===== config.mk =====
export PLATFORM = sky130hd
export DESIGN_NAME = uart_rx_fifo
export DESIGN_NICKNAME = d
export VERILOG_FILES = /design/src/rtl/uart_rx_fifo.sv
export SDC_FILE = /design/constraint.sdc
export NUM_CORES = 1
export LEC_CHECK = 0
export CAP_MARGIN = 30
export CORE_MARGIN = 2
export CORE_UTILIZATION = 61
export CTS_CLUSTER_SIZE = 16
export DETAILED_ROUTE_END_ITERATION = 10
export HOLD_SLACK_MARGIN = 0.1
export PLACE_DENSITY = 0.91
export SLEW_MARGIN = 20
export SYNTH_ARGS = -nofsm -noshare
export SYNTH_HDL_FRONTEND = slang
export SYNTH_SLANG_ARGS = --single-unit

===== constraint.sdc =====
create_clock -name clk -period 3.7 [get_ports clk]
set_input_delay 0.74 -clock clk [delete_from_list [all_inputs] [get_ports clk]]
set_output_delay 0.74 -clock clk [all_outputs]
set_load 0.01 [all_outputs]

===== src/rtl/uart_rx_fifo.sv =====
module uart_rx_fifo #(
  parameter int DATA_W = 8,
  parameter int DEPTH  = 8,
  parameter int OVS    = 16
) (
  input  logic              clk,
  input  logic              rst_n,
  input  logic              tick16,
  input  logic              rx,
  input  logic              pop,
  input  logic              flush,
  output logic [DATA_W-1:0] rd_data,
  output logic              empty,
  output logic              frame_err
);
  localparam int AW       = (DEPTH > 1) ? $clog2(DEPTH) : 1;
  localparam int CW       = $clog2(OVS + 1);
  localparam int BW       = $clog2(DATA_W + 2);
  localparam int MID      = OVS / 2;
  localparam int S_LO     = MID - 1;
  localparam int S_HI     = MID + 1;
  localparam int STOP_IDX = DATA_W + 1;

  logic              busy, armed, v_lo, v_mid, ferr;
  logic [CW-1:0]     smp, n_smp;
  logic [BW-1:0]     bidx, n_bidx;
  logic [DATA_W-1:0] shreg;
  logic [DATA_W-1:0] mem [DEPTH];
  logic [AW-1:0]     rp, wp;
  logic [AW:0]       cnt;

  wire wrap   = (smp == CW'(OVS));
  assign n_smp  = wrap ? CW'(1) : smp + CW'(1);
  assign n_bidx = wrap ? bidx + BW'(1) : bidx;

  wire maj    = (v_lo & v_mid) | (v_lo & rx) | (v_mid & rx);
  wire decide = tick16 && busy && (n_smp == CW'(S_HI));
  wire push   = decide && (n_bidx == BW'(STOP_IDX));
  wire full   = (cnt == (AW+1)'(DEPTH));
  wire do_pop = pop && (cnt != '0);
  wire ovf    = push && full && !do_pop;

  always_ff @(posedge clk or negedge rst_n) begin
    if (!rst_n) begin
      busy  <= 1'b0;
      armed <= 1'b0;
      smp   <= '0;
      bidx  <= '0;
      v_lo  <= 1'b0;
      v_mid <= 1'b0;
      shreg <= '0;
    end else if (tick16) begin
      if (!busy) begin
        if (rx) armed <= 1'b1;
        else if (armed) begin
          busy  <= 1'b1;
          armed <= 1'b0;
          smp   <= CW'(1);
          bidx  <= '0;
        end
      end else begin
        smp  <= n_smp;
        bidx <= n_bidx;
        if (n_smp == CW'(S_LO)) v_lo  <= rx;
        if (n_smp == CW'(MID))  v_mid <= rx;
        if (n_smp == CW'(S_HI)) begin
          if (n_bidx == '0) begin
            if (maj) busy <= 1'b0;
          end else if (n_bidx == BW'(STOP_IDX)) begin
            busy <= 1'b0;
          end else begin
            shreg <= {maj, shreg[DATA_W-1:1]};
          end
        end
      end
    end
  end

  always_ff @(posedge clk) begin
    if (push && !flush && !ovf) mem[wp] <= shreg;
  end

  always_ff @(posedge clk or negedge rst_n) begin
    if (!rst_n) begin
      rp  <= '0;
      wp  <= '0;
      cnt <= '0;
    end else if (flush || ovf) begin
      rp  <= '0;
      wp  <= '0;
      cnt <= '0;
    end else begin
      if (push)   wp <= (wp == AW'(DEPTH-1)) ? '0 : wp + AW'(1);
      if (do_pop) rp <= (rp == AW'(DEPTH-1)) ? '0 : rp + AW'(1);
      if (push && !do_pop)      cnt <= cnt + (AW+1)'(1);
      else if (!push && do_pop) cnt <= cnt - (AW+1)'(1);
    end
  end

  always_ff @(posedge clk or negedge rst_n) begin
    if (!rst_n)              ferr <= 1'b0;
    else if (flush)          ferr <= 1'b0;
    else if (push && !maj)   ferr <= 1'b1;
  end

  assign rd_data   = mem[rp];
  assign empty     = (cnt == '0);
  assign frame_err = ferr;


  cnt_bound_chk: assert property (@(posedge clk) disable iff (!rst_n)
    cnt <= (AW+1)'(DEPTH));


  ovf_clear_chk: assert property (@(posedge clk) disable iff (!rst_n)
    (push && full && !pop && !flush) |=> empty);


  flush_clear_chk: assert property (@(posedge clk) disable iff (!rst_n)
    flush |=> (empty && !frame_err));


  no_tick_hold_chk: assert property (@(posedge clk) disable iff (!rst_n)
    !tick16 |=> ($stable(busy) && $stable(smp) && $stable(bidx)));


  start_arm_chk: assert property (@(posedge clk) disable iff (!rst_n)
    $rose(busy) |-> ($past(armed) && !$past(rx) && $past(tick16)));


  pop_dec_chk: assert property (@(posedge clk) disable iff (!rst_n)
    (pop && !empty && !tick16 && !flush) |=> (cnt == $past(cnt) - (AW+1)'(1)));


  empty_pop_chk: assert property (@(posedge clk) disable iff (!rst_n)
    (pop && empty && !tick16 && !flush) |=> empty);
endmodule


== After elaboration in Yosys (flattened, before gate mapping) ==
Memories as Yosys holds them, arrays and structs flattened.
Index checks and enable logic that the tools add are counted.
Word-level totals
  memories kept: 1
  memory bits (writable): 64
  bits in registers: 32
  word-level logic and storage cells: 94
Operators by class
  reduce and logical (&&, ||, !) cells: 30
  equality and inequality tests: 9
  $add $sub $neg: 6
  muxes and demuxes: 29
  bitwise logic cells: 8
Memory list
  mem: depth 8, width 8, rd ports 1, clocked after memory_dff 0, write ports 1, line 28  | logic [DATA_W-1:0] mem [DEPTH];
Operators by type and width (number)
  4-bit 2-to-1 mux: 7
  5-bit 2-to-1 mux: 4
  3-bit 2-to-1 mux: 6
  1-bit 2-to-1 mux: 12
  1-bit logical AND: 11
  5-bit by 4-bit equality test with 1-bit output, second input constant: 2
  3-bit AND reduction: 3
  4-bit by 1-bit adder with 4-bit output, second input constant: 2
  4-bit equality test, second input constant: 2
  4-bit logical NOT: 2
  2-bit nonzero test: 4
  3-bit by 1-bit adder with 3-bit output, second input constant: 2
  3-bit equality test, second input constant: 2
  5-bit by 1-bit adder with 5-bit output, second input constant: 1
  5-bit by 3-bit equality test with 1-bit output, second input constant: 1
  5-bit equality test, second input constant: 1
  1-bit logical NOT: 5
  5-bit AND reduction: 1
  4-bit nonzero test: 1
  4-bit by 1-bit subtractor with 4-bit output, second input constant: 1
  1-bit AND: 3
  1-bit inverter: 3
  3-bit nonzero test: 1
  2-bit by 1-bit inequality test with 1-bit output, second input constant: 1
  3 further kinds: 4

== Depth between registers and ports, before layout ==
Gate-level depths: netlist of run 1.
  word-level depth: 11
  gate-level depth with buffers: 14
  depth with buffers taken out: 13

== Worst setup path before layout of run 1 ==
Ideal clock, no wire load.
  path kind: reg-to-reg
  start: register smp[0]
  end: memory mem[1][0] (enable)
  arrival: 2807 ps
  setup time: 383 ps
  buffers on the path: 1
  setup slack: 510 ps
  stages on the path, launching flop included: 10
  cell sequence: dfrtp_1 -> inv_1 -> ha_1 -> nor4bb_1 -> buf_2 -> or3_1 -> a2111o_1 -> nor2_2 -> nand3_1 -> nor3_1
On the way
  longest elaborated chain between the ends: 11
  elaborated cells on any way between the ends: 15
  classes of those cells: add/sub: 1; eq/ne: 3; mux: 4; reduce/logical: 7
RTL lines
  start: declaration: line 25  | logic [CW-1:0] smp, n_smp;
  start signal: assignment: line 62  | smp <= n_smp;
  5-bit by 1-bit adder with 5-bit output or 5-bit equality test (tied branches): line 33, 32
  5-bit 2-to-1 mux: line 33  | assign n_smp = wrap ? CW'(1) : smp + CW'(1);
  5-bit by 4-bit equality test with 1-bit output: line 37  | wire decide = tick16 && busy && (n_smp == CW'(S_HI));
  1-bit logical AND: line 37
  1-bit logical AND (*): line 38  | wire push = decide && (n_bidx == BW'(STOP_IDX));
  1-bit logical AND (2 in a row): line 41  | wire ovf = push && full && !do_pop;
  1-bit logical NOT: line 80  | if (push && !flush && !ovf) mem[wp] <= shreg;
  1-bit logical AND (*): line 80
  1-bit 2-to-1 mux (*): line 80
  1-bit 2-to-1 mux (implied by the code) (*): line 80
  end: declaration: line 28
Every way passes the cells marked *; elsewhere a longest branch is shown, timed or not.

== Worst setup path after layout of run 1 ==
  start: register smp[0]
  end: register cnt[3]
On the way
  longest elaborated chain between the ends: 9
  elaborated cells on any way between the ends: 17
  classes of those cells: add/sub: 1; eq/ne: 3; mux: 4; reduce/logical: 9
RTL lines
  5-bit by 1-bit adder with 5-bit output or 5-bit equality test (tied branches): line 33, 32
  5-bit 2-to-1 mux: line 33
  5-bit by 4-bit equality test with 1-bit output: line 37
  1-bit logical AND: line 37
  1-bit logical AND (*): line 38
  1-bit logical AND (2 in a row): line 41
  1-bit logical OR: line 88  | end else if (flush || ovf) begin
  3-bit nonzero test (no source line) or 4-bit 2-to-1 mux (tied branches)
  end signal: assignment: line 95  | if (push && !do_pop) cnt <= cnt + (AW+1)'(1);
  end signal: assignment: line 96  | else if (!push && do_pop) cnt <= cnt - (AW+1)'(1);
  end: declaration: line 30  | logic [AW:0] cnt;
Marks and branches as above.
A chain may end at the register's enable or synchronous reset.

==> results of run 1 <==
## placed cells by master, fill, tap and decap left out, types with 5 or more instances in the layout
master,count
o21ai_0,15
mux4_2,17
o211ai_1,5
clkdlybuf4s50_1,15
a21oi_1,16
buf_4,16
ha_1,11
edfxtp_1,64
nor2_1,16
dfrtp_1,32
mux2_2,19
nand2_1,23
nand3_1,7
clkbuf_8,9
nand2b_1,7
inv_1,8
## power by group
| part | internal (mW) | total [mW] | leakage (nW) | switching, mW |
|---|---|---|---|---|
| logic | 0.235 | 0.501 | 0.716 | 0.266 |
| clock network | 0.270 | 0.675 | 0.103 | 0.405 |
| registers | 1.19 | 1.29 | 1.01 | 0.0932 |
## timing repair
action                     CTS  global route
setup endpoints to repair    0             1
buffers inserted             0             2
gates resized for setup      0             1
## Yosys cell counts, drive strengths merged, types with 4 or more instances
master,number,area share
xor2,4,0.0079
nand3,8,0.0090
nor3,5,0.0068
dfrtp,32,0.18
nand2b,7,0.0099
mux2,19,0.048
buf,5,0.0068
nand2,23,0.020
edfxtp,64,0.43
a21o,4,0.0068
o211ai,6,0.011
mux4,17,0.087
ha,11,0.031
mux2i,4,0.0090
clkbuf,8,0.0068
a21oi,16,0.018
o21ai,16,0.018
inv,8,0.0068
nor4,4,0.0057
nor2,17,0.015
## stage by stage
step                      cells  area, um^2  power (mW)  hold WS (ns)
after global placement      421        4745       1.787        0.4790
after floorplan             306        4425       1.706        0.4444
final                       439        4965       2.463        0.5117
after detailed placement    421        4745       1.805        0.4932
after global routing        439        4965       2.581        0.5283
after CTS                   437        4945       2.472        0.5168
## area by class of cell
cell class	instances	area share
Clock buffer	9	0.02495
Sequential cell	96	0.5484
Tap cell	99	0.02495
Clock inverter	7	0.01537
Inverter	8	0.006048
Timing Repair Buffer	31	0.05444
Multi-Input combinational cell	189	0.3259
## registers in the layout (all words and copies together) (netlist names)
name,count
busy,1
cnt,4
rp,3
frame_err,1
bidx,4
v_mid,1
shreg,8
smp,5
wp,3
armed,1
v_lo,1
mem,64
## how the worst max path moves through the flow
stage / start / end / slack (ns) / cells after the start
after floorplan: smp[0] / mem[1][0] / 0.51 / 9
after global placement: tick16 / cnt[3] / 0.35 / 12
after detailed placement: tick16 / cnt[3] / 0.19 / 12
after CTS: smp[0] / cnt[3] / 0.16 / 13
after global routing: smp[0] / cnt[3] / 0.03 / 13
final: smp[0] / cnt[3] / 0.28 / 13
## logic make-up (layout without fill, tap and decap cells)
family	after synthesis	after routing	synth area share
DFF	96	96	0.6152
and+or+nand+nor	79	79	0.09528
AOI/OAI and AO/OA	54	54	0.08171
muxes	40	40	0.1439
buffers and inverters	21	55	0.02035
adders and majority gates	12	12	0.03562
xor gates and xnor gates	4	4	0.007915
## metal layers
metal  track usage  share of wire  vias to the layer above
met5             0              0                        -
li1              -              -                     1236
met4        0.1004          0.028                        0
met3       0.03786          0.038                       20
met1        0.2711           0.41                     1330
met2        0.3791           0.52                       76
## worst register-to-register path: stages, from the launching register on
cell	delay, ns
dfrtp_1	0.45
inv_1	0.11
ha_1	0.30
nand4bb_4	0.17
or3_1	0.46
a2111oi_4	0.41
nand3_2	0.18
ha_1	0.31
a21o_1	0.18
a21o_1	0.21
nand3_1	0.10
nor3_1	0.06
a41oi_1	0.20
o311ai_1	0.15
==> results by stage, run 1 <==
Finish:
- The fill cell total of the finished layout is 477.
- Once layout is complete, the utilization of the core stands at 0.6957.
- The area of the multi-input gates is roughly 1600 um^2.
- 0 antenna diodes ended up in the layout.
- The proportion of layout cells with a drive suffix above 1 is 0.2265.
- The area overhead of the layout relative to synthesis is 12.19%.
- The post-layout net count is 353.
- The area taken by flip-flops and latches is roughly 2700 um^2.

Synthesis:
- The synthesized design contains between 60 and 70 enable-type register cells.
- The mean cell area of the mapped netlist is 14.46 um^2.
- Synthesis inferred 96 register bits.
- The cell area that synthesis handed to floorplanning was around 4400 um^2.
- The cell count after synthesis is about 310.
- The number of nets in the synthesized netlist is ~320.
- The dominant register cell in the synthesized netlist is edfxtp_1.
- The fraction of synthesis flops using an asynchronous set or reset pin is 0.3333.
- The sequential element share of the synthesized area is 0.6152.
- The yosys synthesis warning count is 0.
- In this run, distinct cell masters in the synthesized netlist total 48.

Die:
- The initial utilization of the core area, before any placement, comes to 0.6201.
- For this design the top-level I/O count stands at 16.
- The region available for standard cell placement spans 7137 um^2.
- The die covers between 7000 and 8000 um^2.
- The horizontal extent of the die is a little under 90 um.
- The count of standard-cell rows is 31.
- The floorplan step set the die height to a little under 90 um.

Flow run:
- The max-capacitance violation count is 0.

Critical path:
- The cell at the slowest stage of the critical path is or3_1.
- Together, buffers and inverters on the worst path number 1.
- The worst register-to-register path has a setup slack of roughly 0.28 ns.
- The worst setup path is captured at a flop.
- The setup path with the least slack is of type flop to flop.
- Among cell families on the critical path, the largest total delay comes from compound AO/OA/AOI/OAI gates.
- On the worst path, the slowest cell contributes a delay of 0.46 ns.
- The worst setup path is launched from a flop.
- The critical path data arrival time is about 3.6 ns.
- Counting cells, the worst reg-to-reg path comes to 13.
- The largest fanout on the critical path is 7.
- The signal on the critical path passes through inv_1 > ha_1 > nand4bb_4 > or3_1 > a2111oi_4 > nand3_2 > ha_1 > a21o_1 > a21o_1 > nand3_1 > nor3_1 > a41oi_1 > o311ai_1.
- The endpoint of the most critical register-to-register path is cnt[3].
- The data required time of the worst path is ~3.9 ns.
- The startpoint of the lowest-slack register-to-register path is smp[0].

Worst hold path:
- The worst hold path terminates at armed.
- In this run the worst hold path is classified as flop to flop.
- The critical hold path startpoint is armed.
- Counting instances, the worst hold path has a depth of 1.

STA:
- Of the available clock period, the critical path in the final layout requires 0.9230.
- The number of setup violations in the final report is 0.
- Setup repair after global routing left no endpoint under its margin.
- The top achievable clock speed is ~290 MHz.
- The total negative slack for setup checks is 0 ns.
- For the pin with the worst max-slew slack, the measured transition is roughly 0.76 ns.
- Headroom to the max-slew limit came out at 0.4948.
- The final number of hold-violating endpoints was 0.
- Setup slack on the critical path of the routed design comes to 0.2849 ns.
- The shortest clock period the worst path allows after layout is between 3 and 4 ns.
- The count of final max-slew check failures was 0.
- The clock arrives with around 0.012 ns of skew.

Clock network:
- The clock passes through at most 2 buffers.
- The clock-pin slew on the worst setup and hold paths is around 0.1 ns.
- The number of hold buffers added after CTS was 0.
- For this design, the sink count on the clock tree is 96.
- The clock tree from TritonCTS is yes.
- The clock reaches the later pin of the worst-skew pair after 0.37 ns.
- The total number of H-tree levels is 3.
- The root buffer selected by CTS is clkbuf_8.
- The number of clock buffers added by TritonCTS is 9.

Routing:
- The via-per-instance ratio is around 6.1.
- The pre-antenna-repair detailed-routing pass consisted of 4 iterations.
- The antenna violation net count after detailed routing is 0.
- The remaining routing DRC violations is 0.
- Across all layers, the routed design uses ~2,700 vias.
- The mean routed wirelength per cell is roughly 18 um.
- For this block, the initial DRC count from the detailed router was 116.
- The wire length reported by the detailed router is 7985 um.

Global routing:
- The all-layer global routing usage is 0.2195.
- The first-pass GRT wire length is about 13,000 um.
- The global-route congestion overflow total is 0.
- The number of antenna violations at the first check in global routing is 0.
- The number of global-route vias before repair came to approximately 2,600.
- Entering global routing, the biggest net connects 33 pins.

Pwr:
- The leakage power is 1.829 nW.
- The cell area power density is roughly 500 nW/um^2.
- The worst ir drop on vdd is around 0.30 mV.

Placed design:
- Detailed placement ended at an HPWL of ~5400 um.
- Before CTS, the worst setup slack after placement is about 0.19 ns.
- In this run the tool buffered the top-level ports with 15 buffer cells.
- At the end of routability-driven placement, the weighted congestion stood at 0.8704.

Status:
- The run finished with clean final reports.
Power figures use the tool's default switching activity.
==> run 2, diff against run 1 <==
--- a/config.mk
+++ b/config.mk
@@ -12,7 +12,6 @@
 export DETAILED_ROUTE_END_ITERATION = 10
 export HOLD_SLACK_MARGIN = 0.1
 export PLACE_DENSITY = 0.91
-export SLEW_MARGIN = 20
 export SYNTH_ARGS = -nofsm -noshare
 export SYNTH_HDL_FRONTEND = slang
 export SYNTH_SLANG_ARGS = --single-unit
==> results of run 2 <==
Same layout as run 1: the final DEF is identical, and so are final timing and power.
